[src/rtl/npc_pkg.sv]
package npc_pkg;

  typedef enum logic [3:0] {
    OP_HALT   = 4'h0,
    OP_NOP    = 4'h1,
    OP_MOVE   = 4'h2,
    OP_LDIMM  = 4'h3,
    OP_STORE  = 4'h4,
    OP_LOAD   = 4'h5,
    OP_ALU    = 4'h6,
    OP_JUMP   = 4'h7,
    OP_CALL   = 4'h8,
    OP_RET    = 4'h9,
    OP_PUSH   = 4'hA,
    OP_POP    = 4'hB
  } opcode_e;

  // Strobes from control to datapath
  typedef struct packed {
    logic takeRecover;   // memory-stage not-taken jump redirect
    logic takeReturn;    // write-back return redirect
    logic guessTarget;   // next guess comes from the constant field
  } selStrobes_t;

endpackage

[src/rtl/npc_ctrl.sv]
module npc_ctrl
  import npc_pkg::*;
(
  input  logic [3:0]  fCode,
  input  logic [3:0]  mCode,
  input  logic        mCond,
  input  logic [3:0]  wCode,
  output selStrobes_t strobes
);

  logic recoverHit;
  logic returnHit;

  always_comb begin
    recoverHit = (mCode == OP_JUMP) && !mCond;
    returnHit  = (wCode == OP_RET);

    // Memory stage wins: it holds the younger instruction.
    strobes.takeRecover = recoverHit;
    strobes.takeReturn  = returnHit && !recoverHit;

    unique case (fCode)
      OP_JUMP, OP_CALL: strobes.guessTarget = 1'b1;
      default:          strobes.guessTarget = 1'b0;  // includes return: no guess
    endcase
  end

  a_r7_onehot_redirect: assert final ($onehot0({strobes.takeRecover, strobes.takeReturn}));

endmodule

[src/rtl/npc_datapath.sv]
module npc_datapath
  import npc_pkg::*;
#(
  parameter int          ADDR_W   = 32,
  parameter logic [ADDR_W-1:0] RESET_PC = '0
) (
  input  logic              clk,
  input  logic              rstN,
  input  logic              fetchStall,
  input  selStrobes_t       strobes,
  input  logic [ADDR_W-1:0] fValC,
  input  logic [ADDR_W-1:0] fValP,
  input  logic [ADDR_W-1:0] mValA,
  input  logic [ADDR_W-1:0] wValM,
  output logic [ADDR_W-1:0] fetchPc,
  output logic [ADDR_W-1:0] nextPred,
  output logic [ADDR_W-1:0] predPc
);

  always_comb begin
    if (strobes.takeRecover)     fetchPc = mValA;
    else if (strobes.takeReturn) fetchPc = wValM;
    else                         fetchPc = predPc;
  end

  assign nextPred = strobes.guessTarget ? fValC : fValP;

  always_ff @(posedge clk or negedge rstN) begin
    if (!rstN)            predPc <= RESET_PC;
    else if (!fetchStall) predPc <= nextPred;
  end

  a_r9_load_guess: assert property (@(posedge clk) disable iff (!rstN)
    !fetchStall |=> predPc == $past(nextPred));

  a_r10_stall_hold: assert property (@(posedge clk) disable iff (!rstN)
    fetchStall |=> $stable(predPc));

endmodule

[src/rtl/npc_select.sv]
module npc_select
  import npc_pkg::*;
#(
  parameter int          ADDR_W   = 32,
  parameter logic [ADDR_W-1:0] RESET_PC = '0
) (
  input  logic              clk,
  input  logic              rstN,
  input  logic              fetchStall,
  input  logic [3:0]        fCode,
  input  logic [ADDR_W-1:0] fValC,
  input  logic [ADDR_W-1:0] fValP,
  input  logic [3:0]        mCode,
  input  logic              mCond,
  input  logic [ADDR_W-1:0] mValA,
  input  logic [3:0]        wCode,
  input  logic [ADDR_W-1:0] wValM,
  output logic [ADDR_W-1:0] fetchPc,
  output logic [ADDR_W-1:0] nextPred,
  output logic [ADDR_W-1:0] predPc
);

  selStrobes_t strobes;

  npc_ctrl u_ctrl (
    .fCode   (fCode),
    .mCode   (mCode),
    .mCond   (mCond),
    .wCode   (wCode),
    .strobes (strobes)
  );

  npc_datapath #(.ADDR_W(ADDR_W), .RESET_PC(RESET_PC)) u_dp (
    .clk        (clk),
    .rstN       (rstN),
    .fetchStall (fetchStall),
    .strobes    (strobes),
    .fValC      (fValC),
    .fValP      (fValP),
    .mValA      (mValA),
    .wValM      (wValM),
    .fetchPc    (fetchPc),
    .nextPred   (nextPred),
    .predPc     (predPc)
  );

  // Port-level checks against the requirements
  a_r5_recover_jump: assert property (@(posedge clk) disable iff (!rstN)
    (mCode == OP_JUMP && !mCond) |-> fetchPc == mValA);

  a_r6_return_addr: assert property (@(posedge clk) disable iff (!rstN)
    (wCode == OP_RET && !(mCode == OP_JUMP && !mCond)) |-> fetchPc == wValM);

  a_r8_use_guess: assert property (@(posedge clk) disable iff (!rstN)
    (wCode != OP_RET && !(mCode == OP_JUMP && !mCond)) |-> fetchPc == predPc);

  a_r3_target_guess: assert property (@(posedge clk) disable iff (!rstN)
    (fCode == OP_JUMP || fCode == OP_CALL) |-> nextPred == fValC);

  a_r1_reset_value: assert property (@(posedge clk)
    !rstN |-> predPc == RESET_PC);

endmodule

[config.mk]
export PLATFORM = sky130hd
export DESIGN_NAME = npc_select
export DESIGN_NICKNAME = d
export VERILOG_FILES = /design/src/rtl/npc_pkg.sv /design/src/rtl/npc_ctrl.sv /design/src/rtl/npc_datapath.sv /design/src/rtl/npc_select.sv
export SDC_FILE = /design/constraint.sdc
export NUM_CORES = 1
export LEC_CHECK = 0
export ABC_AREA = 1
export BUFFER_PORTS_ARGS = -buffer_cell sky130_fd_sc_hd__buf_2
export CAP_MARGIN = 20
export CORE_ASPECT_RATIO = 1.5
export CORE_MARGIN = 2
export CORE_UTILIZATION = 36
export CTS_BUF_LIST = sky130_fd_sc_hd__clkbuf_16
export DETAILED_ROUTE_END_ITERATION = 6
export GPL_TIMING_DRIVEN = 0
export PLACE_DENSITY = 0.81
export SETUP_SLACK_MARGIN = 0.5
export SLEW_MARGIN = 10
export SYNTH_ARGS = -nofsm -noshare
export SYNTH_HDL_FRONTEND = slang
export SYNTH_SLANG_ARGS = --single-unit
export TNS_END_PERCENT = 10
[constraint.sdc]
create_clock -name clk -period 0.8 [get_ports clk]
set_clock_uncertainty 0.05 [all_clocks]
set_input_delay 0 -clock clk [delete_from_list [all_inputs] [get_ports clk]]
set_output_delay 0 -clock clk [all_outputs]
set_load 0.1 [all_outputs]
==> insert_results.sql <==
INSERT INTO impl_metrics (metric_group, metric, value, unit) VALUES
('layout', 'area.growth.synth_to_final', '123.2', '%'),
('critical_path', 'cp.arrival', '1.24', 'ns'),
('detailed_routing', 'detail-route-antenna-nets', '0', ''),
('layout', 'layout.cells.non_filler', '907', ''),
('critical_path', 'critical_path_required', '0.75', 'ns'),
('pwr', 'powerDensity', '1964', 'nW/µm²'),
('timing', 'finalHoldViolations', '33', ''),
('global_route', 'first_global_vias', '4514', ''),
('timing', 'timing_max_transition_violations_final', '0', ''),
('timing', 'hold_slack', '-0.3949', 'ns'),
('layout', 'post_route_cells_drive_above_1_share', '0.6355', ''),
('global_route', 'grt.overflow.total', '0', ''),
('timing', 'worst_pin_slew', '0.5103', 'ns'),
('hold_path', 'hold_class', 'input port to asynchronous set/reset pin', ''),
('timing', 'final_critical_path_setup_slack', '-0.4942', 'ns'),
('detailed_routing', 'dr_total_vias', '4650', ''),
('detailed_routing', 'drt-vias-per-instance', '5.127', ''),
('critical_path', 'end_kind', 'primary output', ''),
('floorplanning', 'dieHeight', '116.2', 'µm'),
('global_route', 'grt_max_degree', '33', ''),
('synth', 'yosys_warnings', '0', ''),
('timing', 'finalSetupViolCount', '108', ''),
('synth', 'postSynthCellCount', '532', ''),
('place', 'hpwlAfterDp', '10270', 'µm'),
('timing', 'headroom_to_the_max_slew_limit', '0.6598', ''),
('synth', 'ys_top_cells_by_area', 'dfrtp_1, nand2_1, nand3_1', ''),
('cts', 'cts-root-buf', 'clkbuf_16', ''),
('layout', 'fillCellCount', '474', ''),
('floorplanning', 'core_area', '8058', 'µm²'),
('critical_path', 'reg2reg_slack', '-0.17', 'ns'),
('synth', 'synthDominantCellAreaShare', '0.2651', ''),
('detailed_routing', 'remaining_drc_errors', '0', ''),
('critical_path', 'start_to_end_type_of_the_worst_setup_path', 'flop to primary output', ''),
('global_route', 'grtUsageTotal', '0.2952', ''),
('global_route', 'first_pass_grt_wire_length', '21270', 'µm'),
('status', 'status', 'finished with violations', ''),
('detailed_routing', 'drt-wirelength-per-cell', '17.47', 'µm'),
('layout', 'largest-register', 'u_dp.predPc', ''),
('synth', 'netlist_area', '3020', 'µm²'),
('timing', 'finalCritPeriodShare', '1.618', ''),
('cts', 'clk-insertion-delay-late', '0.28', 'ns'),
('place', 'post-place-cells', '875', ''),
('critical_path', 'rr_endpoint', 'u_dp.predPc[24]$_DFFE_PN0N_', ''),
('floorplanning', 'floorplan.die_area', '9154', 'µm²'),
('synth', 'yosysTopAreaCell', 'dfrtp_1', ''),
('place', 'placed_area', '4828', 'µm²'),
('place', 'globalplace.congestion', '0.8694', ''),
('critical_path', 'rr_worst_depth', '3', ''),
('cts', 'numClockSinks', '32', ''),
('floorplanning', 'die_w', '78.79', 'µm'),
('layout', 'postLayoutCellArea', '6743', 'µm²'),
('synth', 'synth_fp_nets', '676', ''),
('layout', 'largest_reg_flops', '32', ''),
('job', 'max_cap_viol_count', '0', ''),
('critical_path', 'startpoint_type', 'flop', ''),
('status', 'failed_checks', 'hold timing, setup timing', ''),
('layout', 'multiInputGateArea', '2277', 'µm²'),
('layout', 'layout.cells.most_common', 'buf_2', ''),
('floorplanning', 'core_rows', '40', ''),
('layout', 'sequential_cell_area', '905.9', 'µm²'),
('timing', 'grt_setup_unrepaired', 'true', ''),
('detailed_routing', 'aggregate_routed_wire_length', '15850', 'µm'),
('floorplanning', 'initial_utilization', '0.3748', ''),
('layout', 'most-common-layout-cells', 'buf_2, nand2_1, nand3_1', ''),
('cts', 'cts_tree', 'yes', ''),
('layout', 'reg_top3', 'u_dp.predPc x32', ''),
('cts', 'cts_buffer_depth', '2', ''),
('synth', 'ys_types', '15', ''),
('pwr', 'peakVddDrop', '1.389', 'mV'),
('detailed_routing', 'number_of_design_rule_violations_left_by_the_first_detailed_router_iteration', '210', ''),
('pwr', 'static_leakage_power', '0.003622', 'µW');
worst max-delay path, cell delays in order (launching register included):
cell and delay (ns):
dfrtp_4 0.43, inv_2 0.05, nand2_2 0.06, nand2_2 0.07, o21ai_4 0.17, buf_12 0.19
how the worst max path moves through the flow:
stage	startpoint	to	slack [ns]
after CTS	u_dp.predPc[22]$_DFFE_PN0N_	fetchPc[22]	-0.47
after global placement	mCode[1]	fetchPc[6]	-0.77
after floorplan	u_dp.predPc[10]$_DFFE_PN0N_	fetchPc[10]	-0.60
after global routing	wCode[3]	fetchPc[27]	-0.53
final	u_dp.predPc[27]$_DFFE_PN0N_	fetchPc[27]	-0.49
after detailed placement	mCode[1]	fetchPc[24]	-0.79
routing by layer:
| metal | GRT usage | share of wire | routed length [µm] |
|---|---|---|---|
| met2 | 0.5766 | 0.55 | 8720 |
| met1 | 0.2961 | 0.33 | 5222 |
| met3 | 0.04714 | 0.061 | 961 |
| met5 | 0 | 0 | 0 |
| met4 | 0.1532 | 0.059 | 942 |
Yosys cell counts:
cell type  number
buf_2          12
and2_1         32
inv_2           1
nor2_1         26
nor2_4          4
dfrtp_1        32
or2_0           6
clkbuf_1       11
buf_4           4
o21ai_1        26
buf_6           3
nand3_1       102
nand2_2         2
nand2_1       168
inv_1         103
power breakdown:
| group | internal (µW) | switching [µW] | leakage [µW] |
|---|---|---|---|
| registers | 1920 | 243 | 0.000351 |
| clock network | 1130 | 684 | 0.0000710 |
| logic | 3160 | 6100 | 0.00320 |
| total | 6210 | 7030 | 0.00362 |
cell families after synthesis:
logic type | synth area share
DFF | 0.2651
buffers and inverters | 0.1839
AOI/OAI and AO/OA | 0.04308
and+or+nand+nor | 0.5079
stage by stage:
step	total power [µW]	utilization	TNS (ns)	worst slack [ns]
after floorplan	7715	-	-39.47	-0.5964
after global placement	8938	0.5992	-53.69	-0.7706
after detailed placement	8989	0.5992	-55.79	-0.7864
after CTS	12440	0.7708	-29.60	-0.4716
after global routing	13580	0.8365	-34.96	-0.5273
final	13240	0.8368	-31.51	-0.4942
timing repair:
action                                  in CTS  in global routing
setup buffers                                4                 19
resized for setup                          362                112
endpoints found under the setup margin     160                128
endpoints found under the hold margin       35                 32
pin swaps                                   61                 14
cell type report:
class | instances | share of cell area
clock buffers | 5 | 0.01856
repair buffers | 261 | 0.3952
inverters | 104 | 0.06124
diodes | 1 | 0.0003711
clock inverters | 3 | 0.002041
multi-input cells | 366 | 0.3377
flip-flops and latches | 32 | 0.1343
well taps | 105 | 0.01948
plain buffers | 30 | 0.03099
Power figures use the tool's default switching activity.
